--- config.mk ---
export PLATFORM = sky130hd
export DESIGN_NAME = fpc_prefetch_ctrl
export DESIGN_NICKNAME = d
export VERILOG_FILES = /design/src/rtl/fpc_pkg.sv /design/src/rtl/fpc_lat_reg.sv /design/src/rtl/fpc_read_engine.sv /design/src/rtl/fpc_word_sel.sv /design/src/rtl/fpc_prefetch_ctrl.sv
export SDC_FILE = /design/constraint.sdc
export NUM_CORES = 1
export LEC_CHECK = 0
export ABC_AREA = 1
export BUFFER_PORTS_ARGS = -buffer_cell sky130_fd_sc_hd__buf_2
export CORE_ASPECT_RATIO = 2
export CORE_UTILIZATION = 25
export DETAILED_ROUTE_END_ITERATION = 6
export PLACE_DENSITY_LB_ADDON = 0.3
export SYNTH_ARGS = -nofsm -noshare
export SYNTH_HDL_FRONTEND = slang
export SYNTH_SLANG_ARGS = --single-unit
export TNS_END_PERCENT = 30
--- constraint.sdc ---
create_clock -name clk -period 2.9 [get_ports clk]
set_input_delay 0.145 -clock clk [delete_from_list [all_inputs] [get_ports clk]]
set_output_delay 0.145 -clock clk [all_outputs]
set_load 0.01 [all_outputs]
--- src/rtl/fpc_pkg.sv ---
package fpc_pkg;
  typedef enum logic {FETCH_W32 = 1'b0, FETCH_H16 = 1'b1} fetch_mode_e;
endpackage

--- src/rtl/fpc_lat_reg.sv ---
module fpc_lat_reg #(
  parameter int LAT_W = 4
) (
  input  logic             clk,
  input  logic             rst_n,
  input  logic             we,
  input  logic [LAT_W-1:0] wdata,
  input  logic             active,
  output logic [LAT_W-1:0] lat
);
  logic [LAT_W-1:0] pend_q;
  logic             pend_v;

  // A write is parked while a flash access is running and handed over at idle.
  always_ff @(posedge clk or negedge rst_n) begin
    if (!rst_n) begin
      lat    <= '0;
      pend_q <= '0;
      pend_v <= 1'b0;
    end else if (we && !active) begin
      lat    <= wdata;
      pend_v <= 1'b0;
    end else if (we) begin
      pend_q <= wdata;
      pend_v <= 1'b1;
    end else if (pend_v && !active) begin
      lat    <= pend_q;
      pend_v <= 1'b0;
    end
  end
endmodule

--- src/rtl/fpc_read_engine.sv ---
module fpc_read_engine #(
  parameter int LINE_AW = 28,
  parameter int LAT_W   = 4
) (
  input  logic               clk,
  input  logic               rst_n,
  input  logic [LAT_W-1:0]   lat,
  input  logic               dmd_go,
  input  logic [LINE_AW-1:0] dmd_line,
  input  logic               pf_go,
  input  logic [LINE_AW-1:0] pf_line,
  output logic               fl_rd,
  output logic [LINE_AW-1:0] fl_line,
  output logic               done,
  output logic               done_dmd,
  output logic               busy,
  output logic [LINE_AW-1:0] busy_line,
  output logic               active
);
  logic               busy_q;
  logic [LAT_W-1:0]   cnt_q;
  logic [LINE_AW-1:0] line_q;
  logic               dem_q;
  logic               start;
  logic [LINE_AW-1:0] start_line;

  assign start      = dmd_go || pf_go;
  assign start_line = dmd_go ? dmd_line : pf_line;
  assign fl_rd      = busy_q || start;
  assign fl_line    = start ? start_line : line_q;
  assign done       = start ? (lat == '0) : (busy_q && cnt_q == '0);
  assign done_dmd   = start ? dmd_go : dem_q;
  assign busy       = busy_q;
  assign busy_line  = line_q;
  assign active     = fl_rd;

  // A demand launch overrides whatever access is in progress.
  always_ff @(posedge clk or negedge rst_n) begin
    if (!rst_n) begin
      busy_q <= 1'b0;
      cnt_q  <= '0;
      line_q <= '0;
      dem_q  <= 1'b0;
    end else if (start) begin
      busy_q <= (lat != '0);
      cnt_q  <= lat - 1'b1;
      line_q <= start_line;
      dem_q  <= dmd_go;
    end else if (busy_q) begin
      if (cnt_q == '0) busy_q <= 1'b0;
      else             cnt_q  <= cnt_q - 1'b1;
    end
  end
endmodule

--- src/rtl/fpc_word_sel.sv ---
module fpc_word_sel
  import fpc_pkg::*;
#(
  parameter int LINE_W = 128,
  parameter int WORD_W = 32,
  parameter int IDX_W  = 3
) (
  input  logic [LINE_W-1:0] line,
  input  logic [IDX_W-1:0]  hidx,
  input  fetch_mode_e       mode,
  output logic [WORD_W-1:0] data
);
  localparam int HALF_W = WORD_W / 2;
  localparam int N_WORD = LINE_W / WORD_W;
  localparam int N_HALF = LINE_W / HALF_W;

  logic [WORD_W-1:0] words [N_WORD];
  logic [HALF_W-1:0] halves[N_HALF];

  for (genvar w = 0; w < N_WORD; w++) begin : g_word
    assign words[w] = line[w*WORD_W +: WORD_W];
  end
  for (genvar h = 0; h < N_HALF; h++) begin : g_half
    assign halves[h] = line[h*HALF_W +: HALF_W];
  end

  always_comb begin
    if (mode == FETCH_H16) data = {{HALF_W{1'b0}}, halves[hidx]};
    else                   data = words[hidx[IDX_W-1:1]];
  end
endmodule

--- src/rtl/fpc_prefetch_ctrl.sv ---
module fpc_prefetch_ctrl
  import fpc_pkg::*;
#(
  parameter int ADDR_W = 32,
  parameter int LINE_W = 128,
  parameter int WORD_W = 32,
  parameter int LAT_W  = 4,
  localparam int OFS_W   = $clog2(LINE_W / 8),
  localparam int LINE_AW = ADDR_W - OFS_W
) (
  input  logic               clk,
  input  logic               rst_n,
  input  logic               cfg_lat_we,
  input  logic [LAT_W-1:0]   cfg_lat_wdata,
  output logic [LAT_W-1:0]   cfg_lat_rdata,
  input  logic               cfg_pf_en,
  input  logic               req_valid,
  input  logic [ADDR_W-1:0]  req_addr,
  input  logic               req_half,
  output logic               req_ready,
  output logic [WORD_W-1:0]  rsp_data,
  output logic               fl_rd,
  output logic [LINE_AW-1:0] fl_line,
  input  logic [LINE_W-1:0]  fl_rdata
);
  logic [LINE_AW-1:0] req_line;
  logic [LINE_W-1:0]  cur_q, pf_q;
  logic [LINE_AW-1:0] cur_line_q, pf_line_q;
  logic               cur_v, pf_v;
  logic               hit_cur, hit_pf, wait_fl, dmd_go, pf_go;
  logic               eng_done, eng_done_dmd, eng_busy, eng_active;
  logic [LINE_AW-1:0] eng_line;
  fetch_mode_e        mode;

  assign req_line  = req_addr[ADDR_W-1:OFS_W];
  assign hit_cur   = cur_v && (cur_line_q == req_line);
  assign hit_pf    = pf_v && (pf_line_q == req_line) && !hit_cur;
  assign wait_fl   = eng_busy && (eng_line == req_line);
  assign req_ready = hit_cur || hit_pf;
  assign dmd_go    = req_valid && !req_ready && !wait_fl;
  assign pf_go     = cfg_pf_en && cur_v && !pf_v && !eng_busy && !dmd_go;
  assign mode      = req_half ? FETCH_H16 : FETCH_W32;

  fpc_lat_reg #(.LAT_W(LAT_W)) u_lat (
    .clk(clk), .rst_n(rst_n), .we(cfg_lat_we), .wdata(cfg_lat_wdata),
    .active(eng_active), .lat(cfg_lat_rdata)
  );

  fpc_read_engine #(.LINE_AW(LINE_AW), .LAT_W(LAT_W)) u_eng (
    .clk(clk), .rst_n(rst_n), .lat(cfg_lat_rdata),
    .dmd_go(dmd_go), .dmd_line(req_line),
    .pf_go(pf_go), .pf_line(cur_line_q + 1'b1),
    .fl_rd(fl_rd), .fl_line(fl_line), .done(eng_done), .done_dmd(eng_done_dmd),
    .busy(eng_busy), .busy_line(eng_line), .active(eng_active)
  );

  fpc_word_sel #(.LINE_W(LINE_W), .WORD_W(WORD_W), .IDX_W(OFS_W-1)) u_sel (
    .line(hit_cur ? cur_q : pf_q), .hidx(req_addr[OFS_W-1:1]),
    .mode(mode), .data(rsp_data)
  );

  always_ff @(posedge clk or negedge rst_n) begin
    if (!rst_n) begin
      cur_q      <= '0;
      pf_q       <= '0;
      cur_line_q <= '0;
      pf_line_q  <= '0;
      cur_v      <= 1'b0;
      pf_v       <= 1'b0;
    end else begin
      if (dmd_go) pf_v <= 1'b0;
      if (eng_done && eng_done_dmd) begin
        cur_q      <= fl_rdata;
        cur_line_q <= fl_line;
        cur_v      <= 1'b1;
      end else if (eng_done) begin
        pf_q      <= fl_rdata;
        pf_line_q <= fl_line;
        pf_v      <= 1'b1;
      end
      if (req_valid && hit_pf) begin
        cur_q      <= pf_q;
        cur_line_q <= pf_line_q;
        cur_v      <= 1'b1;
        pf_v       <= 1'b0;
      end
    end
  end
endmodule

### Word level (Yosys, flattened, before mapping)

Cells that the tools add are included.

| cells by class | value |
|---|---|
| add/sub/neg operators | 3 |
| $lt $le $gt $ge | 2 |
| eq/ne operators | 5 |
| muxes and demuxes | 35 |
| bitwise operators | 4 |
| reductions and logical operators | 36 |

Operator list:

| kind | number |
|---|---|
| $mux 128 | 3 |
| $mux 28 | 4 |
| $mux 32 | 3 |
| $eq 28x28->1 | 3 |
| $bmux 32 s2 | 1 |
| $bmux 16 s3 | 1 |
| $mux 16 | 2 |
| $add 28x1->28 const B | 1 |
| $mux 4 | 6 |
| $logic_and 1x1->1 | 15 |
| $mux 1 | 15 |
| $logic_not 4->1 | 2 |
| $reduce_and 2->1 | 4 |
| $sub 4x1->4 const B | 2 |
| $logic_not 1->1 | 7 |
| $reduce_bool 2->1 | 3 |
| $ge 4x4->1 const B | 1 |
| $ne 2x1->1 const B | 2 |
| $not 3->4 | 1 |
| $reduce_bool 4->1 | 1 |
| $ge 3x3->1 const B | 1 |
| $logic_or 1x1->1 | 3 |
| $not 2->3 | 1 |
| $reduce_bool 3->1 | 1 |
| $not 1->1 | 2 |

| word-level totals | value |
|---|---|
| register bits after elaboration | 357 |
| bits of input ports | 170 |
| output and inout port bits | 66 |
| logic and storage cells | 98 |

### Longest topological paths before layout

Gate-level depths: netlist of run 1.

| logic depth | value |
|---|---|
| word-level depth | 17 |
| mapped depth | 20 |
| mapped depth without buffers | 18 |

### Modules after synthesis

From an unflattened synthesis of run 1, not the netlist that was laid out.

| unflattened totals | value |
|---|---|
| cell total of the unflattened synthesis | 3188 |
| area total of the unflattened synthesis | 21491.9 µm² |

Modules (own cells, without submodules):

| module | times used | cells each | area each (µm²) | seq. area each (µm²) |
|---|---|---|---|---|
| fpc_prefetch_ctrl | 1 | 2601 | 17812.1 | 7857.5 |
| fpc_read_engine | 1 | 209 | 1869.3 | 850.8 |
| fpc_word_sel | 1 | 326 | 1403.8 | 0.0 |
| fpc_lat_reg | 1 | 52 | 406.6 | 225.2 |

### Worst setup path before layout of run 1

No wires, ideal clock.

| timing | value |
|---|---|
| path type | register -> register |
| start point | register cur_line_q[2] |
| end point | register u_eng.cnt_q[2] |
| setup time | 0.082 ns |
| arrival time | 2.312 ns |
| data required time | 2.818 ns |
| setup slack | 0.506 ns |
| stages on the path, launching flop included | 17 |
| path buffers | 3 |
| period minus slack after synthesis | 2.394 ns |
| cells stage by stage | dfrtp_1 buf_2 xnor2_1 nand3_1 nor2_1 nand2_1 nor2_4 nor2_2 nand2_4 nand2_2 buf_6 buf_2 nand2_1 nand2_1 ha_1 or2_2 a31oi_1 |

| on the way | value |
|---|---|
| longest elaborated chain between the ends | 13 |
| elaborated cells between the ends (all ways) | 15 |
| classes of those cells | eq/ne: 2; mux: 1; reduce/logical: 12 |

Ends and longest elaborated chain:

| what | line | RTL |
|---|---|---|
| from (decl) | fpc_prefetch_ctrl.sv:28 | `logic [LINE_AW-1:0] cur_line_q, pf_line_q;` |
| from (signal assigned) | fpc_prefetch_ctrl.sv:74 | `cur_line_q <= fl_line;` |
| from (signal assigned) | fpc_prefetch_ctrl.sv:83 | `cur_line_q <= pf_line_q;` |
| $eq 28x28->1 * | fpc_prefetch_ctrl.sv:36 | `assign hit_cur = cur_v && (cur_line_q == req_line);` |
| $logic_and 1x1->1 * | fpc_prefetch_ctrl.sv:36 |  |
| $logic_not 1->1 | fpc_prefetch_ctrl.sv:37 | `assign hit_pf = pf_v && (pf_line_q == req_line) && !hit_cur;` |
| $logic_and 1x1->1 | fpc_prefetch_ctrl.sv:37 |  |
| $logic_or 1x1->1 * | fpc_prefetch_ctrl.sv:39 | `assign req_ready = hit_cur \|\| hit_pf;` |
| $logic_not 1->1 * | fpc_prefetch_ctrl.sv:40 | `assign dmd_go = req_valid && !req_ready && !wait_fl;` |
| $logic_and 1x1->1 * (2 in a row) | fpc_prefetch_ctrl.sv:40 |  |
| $logic_not 1->1 | fpc_prefetch_ctrl.sv:41 | `assign pf_go = cfg_pf_en && cur_v && !pf_v && !eng_busy && !dmd_go;` |
| $logic_and 1x1->1 | fpc_prefetch_ctrl.sv:41 |  |
| $logic_or 1x1->1 * | fpc_read_engine.sv:27 | `assign start = dmd_go \|\| pf_go;` |
| $ne 2x1->1 (no line) / $reduce_bool 2->1 (equally long branches) | - |  |
| $reduce_and 2->1 (no line) | - |  |
| to (signal assigned) | fpc_read_engine.sv:46 | `cnt_q <= lat - 1'b1;` |
| to (signal assigned) | fpc_read_engine.sv:51 | `else cnt_q <= cnt_q - 1'b1;` |
| to (decl) | fpc_read_engine.sv:21 | `logic [LAT_W-1:0] cnt_q;` |

Every way passes the cells marked *; elsewhere a longest branch is shown, timed or not.
A chain may end at the register's enable or synchronous reset.

### Worst setup path in the final report of run 1

| timing | value |
|---|---|
| start point | register cur_line_q[17] |
| end point | output port rsp_data[4] |

| on the way | value |
|---|---|
| longest elaborated chain between the ends | 7 |
| elaborated cells between the ends (all ways) | 10 |
| classes of those cells | eq/ne: 1; mux: 8; reduce/logical: 1 |

Ends and longest elaborated chain:

| what | line | RTL |
|---|---|---|
| $eq 28x28->1 * | fpc_prefetch_ctrl.sv:36 |  |
| $logic_and 1x1->1 * | fpc_prefetch_ctrl.sv:36 |  |
| $mux 128 * | fpc_prefetch_ctrl.sv:58 | `.line(hit_cur ? cur_q : pf_q), .hidx(req_addr[OFS_W-1:1]),` |
| $bmux 16 s3 / $bmux 32 s2 (equally long branches) | fpc_word_sel.sv:28, fpc_word_sel.sv:29 |  |
| $mux 16 (not written as such) / $mux 32 (equally long branches) (2 in a row) | fpc_word_sel.sv:28, fpc_word_sel.sv:29 |  |
| $mux 32 * | fpc_word_sel.sv:28 | `if (mode == FETCH_H16) data = {{HALF_W{1'b0}}, halves[hidx]};` |
| to (decl) | fpc_prefetch_ctrl.sv:21 | `output logic [WORD_W-1:0] rsp_data,` |

Every way passes the cells marked *; elsewhere a longest branch is shown, timed or not. The select of a mux whose other input is x is not followed.

==> results of run 1 <==
## metrics by stage
step | setup slack (ps) | instances | cell area [um2] | hold slack [ps] | utilization
global placement | -194 | 4313 | 24500 | 108 | 0.304
detailed placement | -196 | 4313 | 24500 | 110 | 0.304
finish | -505 | 4637 | 29800 | 43.2 | 0.370
floorplan | 506 | 2950 | 20400 | -151 | -
global route | -588 | 4635 | 29800 | 47.1 | 0.369
CTS | -540 | 4556 | 28100 | 7.17 | 0.348
## logic make-up after synthesis
group / Yosys count
DFF: 357
xor gates and xnor gates: 20
buffers and inverters: 558
adders and majority gates: 2
and+or+nand+nor: 1364
AOI/OAI and AO/OA: 649
## final timing paths
kind | cells after the start | to | slack [ps]
hold / removal | 4 | u_eng.busy_line[13] | 40
setup reg to reg | 21 | pf_q[4] | 30
setup / recovery | 18 | rsp_data[4] | -510
hold reg to reg | 2 | u_lat.pend_q[1] | 470
max in group asynchronous | 4 | pf_q[23] | 1700
min in group asynchronous | 2 | u_lat.pend_q[1] | 60
## flip-flops by register name, indices dropped and copies added, names as in the netlist
register	count
cur_v	1
u_eng.busy	1
u_eng.dem_q	1
u_eng.cnt_q	4
cur_line_q	28
u_lat.pend_q	4
u_lat.lat	4
u_eng.busy_line	28
u_lat.pend_v	1
pf_q	128
pf_v	1
cur_q	128
pf_line_q	28
## worst reg2reg max path, stage by stage (launching register included)
cell and delay [ps]:
dfrtp_1 420, inv_1 60, nand2_1 80, nand2_1 60, nor2_1 120, nand2_2 80
nor2_4 150, nand2_2 80, nor2_4 120, buf_12 160, buf_8 130, nor2_4 50
nand2_4 110, nand2_8 100, buf_6 150, nand2_2 80, nand4_1 130, buf_6 180
buf_8 160, buf_16 170, nand2_1 90, o21ai_0 70
## cell type report
type | count | area [um2]
diodes | 4 | 10.0
multi-input cells | 2035 | 10200
clock inverters | 12 | 104
inverters | 393 | 1510
well taps | 1043 | 1310
clock buffers | 60 | 1180
repair buffers | 733 | 6570
flip-flops and latches | 357 | 8940
fillers | 8603 | 50800
## layout by cell type (no fill, tap or decap), types with 72 or more instances in the layout
cell           Yosys  routed
o21ai_1          245     274
nand3_1           98      72
nand2_1         1027     957
dfrtp_1          357     354
inv_1            373     359
dlygate4sd3_1      0     148
o21ai_0          235     187
buf_2             56     205
buf_4             11     253
nor2_1           175     140
## layer usage
layer,wire length [um],track usage,up-vias
li1,-,-,10600
met1,33500,0.220,10300
met2,47400,0.389,647
met3,3940,0.0258,208
met4,5640,0.116,6
met5,35,0,-
## synth_stat cells, types with 3 or more instances
| cell type | number | area share |
|---|---|---|
| nor4_1 | 6 | 0.0018 |
| buf_4 | 11 | 0.0041 |
| o21ai_1 | 245 | 0.060 |
| o211ai_1 | 67 | 0.025 |
| nand2_1 | 1027 | 0.19 |
| dfrtp_1 | 357 | 0.44 |
| a211oi_1 | 74 | 0.027 |
| inv_2 | 20 | 0.0037 |
| nor2_1 | 175 | 0.032 |
| xor2_1 | 18 | 0.0077 |
| or2_2 | 5 | 0.0015 |
| nor3_1 | 18 | 0.0044 |
| inv_1 | 373 | 0.069 |
| and3_1 | 3 | 0.00092 |
| buf_1 | 25 | 0.0046 |
| nand3_1 | 98 | 0.024 |
| nand4_1 | 27 | 0.0083 |
| a21oi_1 | 25 | 0.0061 |
| buf_6 | 5 | 0.0028 |
| buf_2 | 56 | 0.014 |
| clkbuf_1 | 68 | 0.013 |
| o21ai_0 | 235 | 0.058 |
## what timing repair did
action	4_1_cts	5_1_grt
pin swaps	33	102
setup buffers	17	67
resized for setup	157	275
gates cloned	7	13
hold buffers	148	0
hold endpoints to repair	424	0
setup endpoints to repair	116	384
## power breakdown
group | switching [W] | internal [W] | total, W
Combinational | 0.00624 | 0.00436 | 0.0106
Sequential | 0.00133 | 0.00727 | 0.00860
Clock | 0.00231 | 0.00291 | 0.00522
Total | 0.00988 | 0.0145 | 0.0244
==> impl_metrics.toml, run 1 <==
[synth]
seq_area_frac_synth = 0.438
ys_warn_count = 0
synth_compound_area_frac = 0.177
syn-num-nets = 3122
synth_fa_ha_area_frac = 0.00123
async_flop_share = 1.00
synthMuxAreaShare = 0
synth_cells = 2950
ys_seq_elements = 357
synth_xor_area_frac = 0.00860
synth_top_family_by_area = "simple AND/OR/NAND/NOR gates"
synth_ff_type = "dfrtp_1"
synth_cell_types = 31
yosys.area_share.simple = 0.265
syn_area_um2 = 20400
synth-edff-count = 0
syn-mean-instance-area_um2 = 6.91

[cells_and_area]
drive_above_1_share = 0.251
synthToLayoutAreaGrowth_pct = 46.1
fin_nets = 3732

[clocking]
htreeDepth = 2
cts_tree = "yes"
insertion_delay_ps = 580
clk_pin_slew_worst_paths_ps = 60
root_buffer = "clkbuf_16"
cts_sinks = 357
clk_path_buf_depth = 3
numCtsBuffers = 40

[routing]
vias = 21800
wire_per_inst_um = 19.5
vias_per_cell = 4.70
ant_nets = 0
firstDrtPassIters = 6
routed_wl_mm = 90.5
first_iter_violations = 1369
drc = 0

[setup_path]
worstSetupStartpointType = "register"
crit_fanout = 8
worst_path_max_delay_cell = "dfrtp_1"
cpPeakStageDelay_ps = 420
path_cells = "inv_1 -> nand2_1 -> nand2_1 -> nor2_1 -> nand2_2 -> nor2_4 -> nand2_2 -> nor2_4 -> buf_12 -> buf_16 -> buf_12 -> buf_12 -> buf_8 -> o211ai_1 -> nand3_1 -> nand3_1 -> nand2_1 -> buf_2"
path_buf_inv = 7
arrival_ps = 3260
worstPathRequired_ps = 2760
startpoint = "cur_line_q[17]"
critPathTopFamily = "simple AND/OR/NAND/NOR gates"
crit_type = "reg -> out"
end_kind = "output pin"
reg2reg_from = "cur_line_q[17]"

[global_route]
grt_max_degree = 112
grt.overflow.total = 0
antenna_found_initial = 11
grt_pass1_vias = 21000
grt_usage = 0.207
grt_pass1_wl_mm = 127

[job]
cap_violations = 0

[floorplanning]
design.core.area_um2 = 80600
die_w_um = 204
rows = 147
ios = 236
fp.dieH_um = 406
fp.dieArea_um2 = 82700
initial_core_util = 0.253

[power]
finalPower_w = 0.0244
powerDensity_nw_per_um2 = 820
p_leak_nw = 14.4
vdd_drop_max_v = 0.000442

[placed_design]
hpwl_mm = 62.7
place_congestion = 0.940
port_buffers = 234

[timing]
maxSlewHeadroom = 0.475
fmax_mhz = 294
period_minus_slack_ps = 3410
skew_ps = 18.6
hold_violations = 0
rsz0062_at_grt = "true"
drv_slew = 0
period_share = 1.17
worst_slew_pin_slew_ps = 786
fin_setup_tns_ps = -19660
final-setup-viol-count = 61
setup_slack_ps = -505

[outcome]
outcome = "complete, but fails checks"
violations = "negative setup slack"

[worst_hold_path]
min_path_type = "in -> reg"
hold_start = "req_addr[17]"
Note: power is estimated with default switching activity, not from simulation.
==> inputs of run 2 (changes only) <==
--- a/config.mk
+++ b/config.mk
@@ -5,9 +5,7 @@
 export SDC_FILE = /design/constraint.sdc
 export NUM_CORES = 1
 export LEC_CHECK = 0
-export ABC_AREA = 1
 export BUFFER_PORTS_ARGS = -buffer_cell sky130_fd_sc_hd__buf_2
-export CORE_ASPECT_RATIO = 2
 export CORE_UTILIZATION = 25
 export DETAILED_ROUTE_END_ITERATION = 6
 export PLACE_DENSITY_LB_ADDON = 0.3
==> run 2 against run 1 <==
The run still ends with negative setup slack left. Clock skew is 12 ps higher. First-iteration DRC count down 24%. Sequential cell count unchanged. Critical path depth down 8. Global-route usage shrank 2.8 points. Combinational power fell by 6%. Clock power up 18%. Non-clock buffer count is 108 lower. Count of clock-buffer cells in the layout rose by 2. Total power is 2.8% higher.
==> impl_metrics.toml, run 2 <==
[timing]
period_share = 1.32
setup_slack_ps = -917
worst_slew_pin_slew_ps = 945
whs_ps = 57.4
fmax_mhz = 262
drv_slew = 0
final-setup-viol-count = 380
skew_ps = 30.2
period_minus_slack_ps = 3820
rsz0062_at_grt = "true"
hold_violations = 0
maxSlewHeadroom = 0.370

[synth]
synthMuxAreaShare = 0.334
async_flop_share = 1.00
synth_fa_ha_area_frac = 0.00128
synth_largest_area_cell = "dfrtp_1"
yosys-top-cells-area = "dfrtp_1, mux2_2, mux4_2"
syn-mean-instance-area_um2 = 12.8
synth_cells = 1522
synth_cell_types = 53
netlist.area_leader.share = 0.458
ys_seq_elements = 357
syn_area_um2 = 19500
yosysMostFrequentCell = "mux2_2"
synth_top_family_by_area = "multiplexers"
synth_common_cells = "mux2_2, dfrtp_1, nand2_1"
synth_xor_area_frac = 0.0499
syn-num-nets = 1694
seq_area_frac_synth = 0.458
yosys.area_share.simple = 0.0584
synth-edff-count = 0
ys_warn_count = 0
synth_ff_type = "dfrtp_1"
synth_compound_area_frac = 0.0615

[global_route]
antenna_found_initial = 12
grt_pass1_vias = 16100
grt_max_degree = 66
grt.overflow.total = 0
grt_usage = 0.180
grt_pass1_wl_mm = 105

[power]
powerDensity_nw_per_um2 = 884
p_leak_nw = 12.4
vdd_drop_max_v = 0.000450

[setup_path]
worst_path_max_delay_cell = "or4b_4"
cpPeakStageDelay_ps = 570
worstPathRequired_ps = 2760
critPathTopFamily = "simple AND/OR/NAND/NOR gates"
path_cells = "xnor2_2 -> nand4_1 -> or4b_4 -> or2_4 -> buf_12 -> buf_12 -> mux4_2 -> mux2i_1 -> nor2_2 -> buf_2"
crit_type = "reg -> out"
path_buf_inv = 3
worstSetupStartpointType = "register"
end_kind = "output pin"
crit_fanout = 7
crit_path_frequent_cell = "buf_12"
arrival_ps = 3670

[routing]
first_iter_violations = 1042
ant_nets = 0
firstDrtPassIters = 5
drc = 0
vias_per_cell = 4.79
routed_wl_mm = 71.8
wire_per_inst_um = 22.6
vias = 15200

[clocking]
numCtsBuffers = 44
clk_pin_slew_worst_paths_ps = 60
insertion_delay_ps = 590
htreeDepth = 2
cts_sinks = 357
clk_path_buf_depth = 3
root_buffer = "clkbuf_16"
cts_tree = "yes"

[job]
cap_violations = 0

[floorplanning]
fp.dieH_um = 281
initial_core_util = 0.252
ios = 236
design.core.area_um2 = 77300
fp.dieArea_um2 = 79100
rows = 102
die_w_um = 281

[cells_and_area]
synthToLayoutAreaGrowth_pct = 45.7
final_common_cell = "dfrtp_1"
fillers = 7547
reg_top3 = "cur_q: 128 flops, pf_q: 128 flops"
fin_util = 0.367
layout_common_cells = "dfrtp_1, mux2_2, buf_2"
fin_nets = 2260
drive_above_1_share = 0.530

[placed_design]
place_congestion = 0.866
port_buffers = 234
hpwl_mm = 49.8

[outcome]
violations = "negative setup slack"
outcome = "complete, but fails checks"

[worst_hold_path]
min_path_type = "in -> reg"
[run 2: final timing paths]
path                           startpoint             endpoint  slack, ps  cells past startpoint
max reg2reg                cur_line_q[18]            cur_q[34]       -620                     16
min in group asynchronous           rst_n         u_lat.lat[3]        100                      2
max in group asynchronous           rst_n             pf_q[83]       1860                      3
max                        cur_line_q[18]         rsp_data[26]       -920                     10
min                          req_addr[17]  u_eng.busy_line[13]         60                      3
min reg2reg                     cur_q[35]            cur_q[35]        480                      1
[run 2: stage by stage]
step / cell area, um2 / power (W) / cells / worst slack [ps] / TNS, ps
after detailed placement: 23200 / 0.0171 / 2868 / -560 / -86820
after global routing: 28400 / 0.0264 / 3169 / -1020 / -193470
after global placement: 23200 / 0.0169 / 2868 / -561 / -99630
after CTS: 27700 / 0.0245 / 3151 / -932 / -153170
after floorplan: 19500 / 0.0135 / 1522 / 0.575 / 0
final: 28400 / 0.0251 / 3171 / -917 / -146690
[run 2: worst min-delay path: stages]
cell and delay (ps):
buf_2 130, buf_4 150, mux2_4 170
[run 2: area by class of cell]
cell class / instances / area [um2] / share of cell area
Multi-Input combinational cell: 1022 / 10600 / 0.374
Clock buffer: 62 / 1270 / 0.0447
Sequential cell: 357 / 8930 / 0.315
Timing Repair Buffer: 625 / 5770 / 0.203
Clock inverter: 20 / 345 / 0.0122
Tap cell: 1040 / 1300 / 0.0458
Antenna cell: 7 / 17.5 / 0.000617
Inverter: 38 / 143 / 0.00502
[run 2: logic make-up (layout without fill, tap and decap cells)]
kind of cell               count (synthesis)  after routing
xor gates and xnor gates                 111            111
other                                      0              7
buffers and inverters                    143            745
muxes                                    517            517
and+or+nand+nor                          224            224
DFF                                      357            357
AOI/OAI and AO/OA                        168            168
adders and majority gates                  2              2
[run 2: report_power, final]
part           leakage, nW  switching [W]  internal [W]  total (W)
combinational         7.30        0.00429       0.00570     0.0100
clock                0.786        0.00236       0.00379    0.00615
sequential            4.29        0.00166       0.00728    0.00895
[run 2: timing repair]
| action | 4_1_cts | 5_1_grt |
|---|---|---|
| gates cloned | 16 | 4 |
| hold buffers | 143 | 0 |
| resized for setup | 128 | 125 |
| endpoints found under the setup margin | 378 | 386 |
| pin swaps | 31 | 26 |
| setup buffers | 42 | 11 |
| hold endpoints to repair | 339 | 0 |
[run 2: routing by layer]
metal,up-vias,global-route usage,wire [um]
li1,6786,-,-
met1,7843,0.243,32300
met2,448,0.282,33100
met3,114,0.0392,4050
met4,6,0.0614,2300
met5,-,0,45
==> inputs of run 3 (changes only) <==
--- a/config.mk
+++ b/config.mk
@@ -8,6 +8,7 @@
 export BUFFER_PORTS_ARGS = -buffer_cell sky130_fd_sc_hd__buf_2
 export CORE_UTILIZATION = 25
 export DETAILED_ROUTE_END_ITERATION = 6
+export GPL_TIMING_DRIVEN = 0
 export PLACE_DENSITY_LB_ADDON = 0.3
 export SYNTH_ARGS = -nofsm -noshare
 export SYNTH_HDL_FRONTEND = slang
==> run 3 against run 2 <==
The run still ends with negative setup slack left. Register-to-register slack better by 200 ps. Critical path depth stayed put. Utilization is 0.90 points higher. Critical path type unchanged.
==> impl_metrics.toml, run 3 (synthesis gave the netlist of run 2 again) <==
[outcome]
outcome = "complete, but fails checks"
violations = "negative setup slack"

[clocking]
numCtsBuffers = 43
cts_sinks = 357
clk_path_buf_depth = 3
insertion_delay_ps = 580
clk_pin_slew_worst_paths_ps = 60
cts_tree = "yes"
root_buffer = "clkbuf_16"
htreeDepth = 2

[cells_and_area]
reg_top3 = "cur_q: 128 flops, pf_q: 128 flops"
synthToLayoutAreaGrowth_pct = 49.3
layout_common_cells = "dfrtp_1, mux2_4, buf_2"
final_common_cell = "dfrtp_1"
drive_above_1_share = 0.539
fin_nets = 2231

[floorplanning]
fp.dieH_um = 281
design.core.area_um2 = 77300
rows = 102
fp.dieArea_um2 = 79100
die_w_um = 281
initial_core_util = 0.252
ios = 236

[timing]
period_share = 1.33
period_minus_slack_ps = 3860
whs_ps = 51.1
maxSlewHeadroom = 0.379
hold_violations = 0
drv_slew = 0
worst_slew_pin_slew_ps = 932
fmax_mhz = 259
final-setup-viol-count = 382
setup_slack_ps = -959
skew_ps = 29.8
rsz0062_at_grt = "true"

[setup_path]
arrival_ps = 3710
r2r_cells = 11
crit_type = "reg -> out"
worstPathRequired_ps = 2760
crit_fanout = 10
end_kind = "output pin"
worstSetupStartpointType = "register"

[routing]
ant_nets = 0
vias = 15300
first_iter_violations = 880
routed_wl_mm = 74.1
vias_per_cell = 4.88
drc = 0
wire_per_inst_um = 23.6
firstDrtPassIters = 5

[placed_design]
place_congestion = 0.886
port_buffers = 225
hpwl_mm = 50.9

[power]
clkPwrFrac = 0.221
p_sw_w = 0.00833
p_leak_nw = 13.1
powerDensity_nw_per_um2 = 834
p_int_w = 0.0159
p_seq_frac = 0.378
finalPower_w = 0.0243
vdd_drop_max_v = 0.000437
switching_share = 0.343
pwr-share-comb = 0.401

[job]
cap_violations = 0

[worst_hold_path]
min_path_type = "in -> reg"
holdPathStages = 3

[global_route]
grt_max_degree = 111
grt.overflow.total = 0
antenna_found_initial = 13
grt_usage = 0.182
grt_pass1_wl_mm = 106
grt_pass1_vias = 15600
-- run 3: cell types whose count changed in the layout (fill, tap and decap cells not counted), moves of 8 or more --
cell           delta
mux2_4          +180
mux2_2          -163
buf_4            -92
buf_6            +26
clkbuf_1         +20
dfrtp_1          -20
dfrtp_2          +20
mux2_1           -17
buf_2            -13
dlygate4sd3_1     +8
mux2i_1           -8
xnor2_1           -8
-- run 3: per-stage QoR --
stage	util	instances	setup WS, ps	area [um2]	setup TNS (ps)
2_1_floorplan	-	1522	0.575	19500	0
3_3_place_gp	0.284	2787	-5550	21900	-2205960
3_5_place_dp	0.285	2790	-1070	22000	-253710
4_1_cts	0.353	3079	-985	27300	-202740
5_1_grt	0.376	3133	-1010	29100	-141640
6_report	0.376	3135	-959	29100	-114320
-- run 3: worst paths after layout --
kind,startpoint,slack (ps),endpoint
min in group asynchronous,rst_n,90,u_lat.pend_q[0]
worst min-delay path,req_addr[11],50,cur_line_q[7]
worst max-delay path,cur_line_q[19],-960,rsp_data[8]
worst max register to register,cur_line_q[14],-420,cur_q[9]
max in group asynchronous,rst_n,1470,cur_q[84]
worst min register to register,u_lat.pend_q[3],490,u_lat.pend_q[3]
-- run 3: timing repair --
item	in CTS	in global routing
pin swaps	34	64
endpoints found under the setup margin	414	398
hold endpoints to repair	342	0
gates resized for setup	351	345
hold buffers	151	0
gates cloned	14	10
buffers inserted	58	43
-- run 3: cell type report --
cell class,count,area (um2)
inverter,38,143
clock inverter,9,97.6
multi-input combinational,1022,11600
clock buffer,63,1270
sequential,357,8960
timing repair buffer,499,4540
buffer,98,1170
antenna,9,22.5
tap,1040,1300
fill,7466,48200
-- run 3: power groups by stage --
stage	Clock, W	Combinational (W)	Sequential (W)
after floorplan	0	0.00511	0.00843
after global placement	0	0.00727	0.00882
after detailed placement	0	0.00739	0.00896
after CTS	0.00548	0.00873	0.00903
after global routing	0.00567	0.0103	0.00947
final	0.00536	0.00974	0.00918
-- run 3: routing by layer --
layer / vias up / GRT usage / share of wire
met5: - / 0 / 0.00055
met4: 6 / 0.0429 / 0.024
met3: 103 / 0.0275 / 0.049
met2: 414 / 0.302 / 0.48
met1: 8059 / 0.248 / 0.44
li1: 6716 / - / -
-- run 3: critical path, stage by stage, from the launching register on --
cell	delay [ps]
dfrtp_2	430
xnor2_2	180
nand4_1	230
or4b_4	540
or2_4	300
buf_12	170
buf_12	160
mux4_2	500
a22oi_2	320
nand2_2	140
buf_6	140
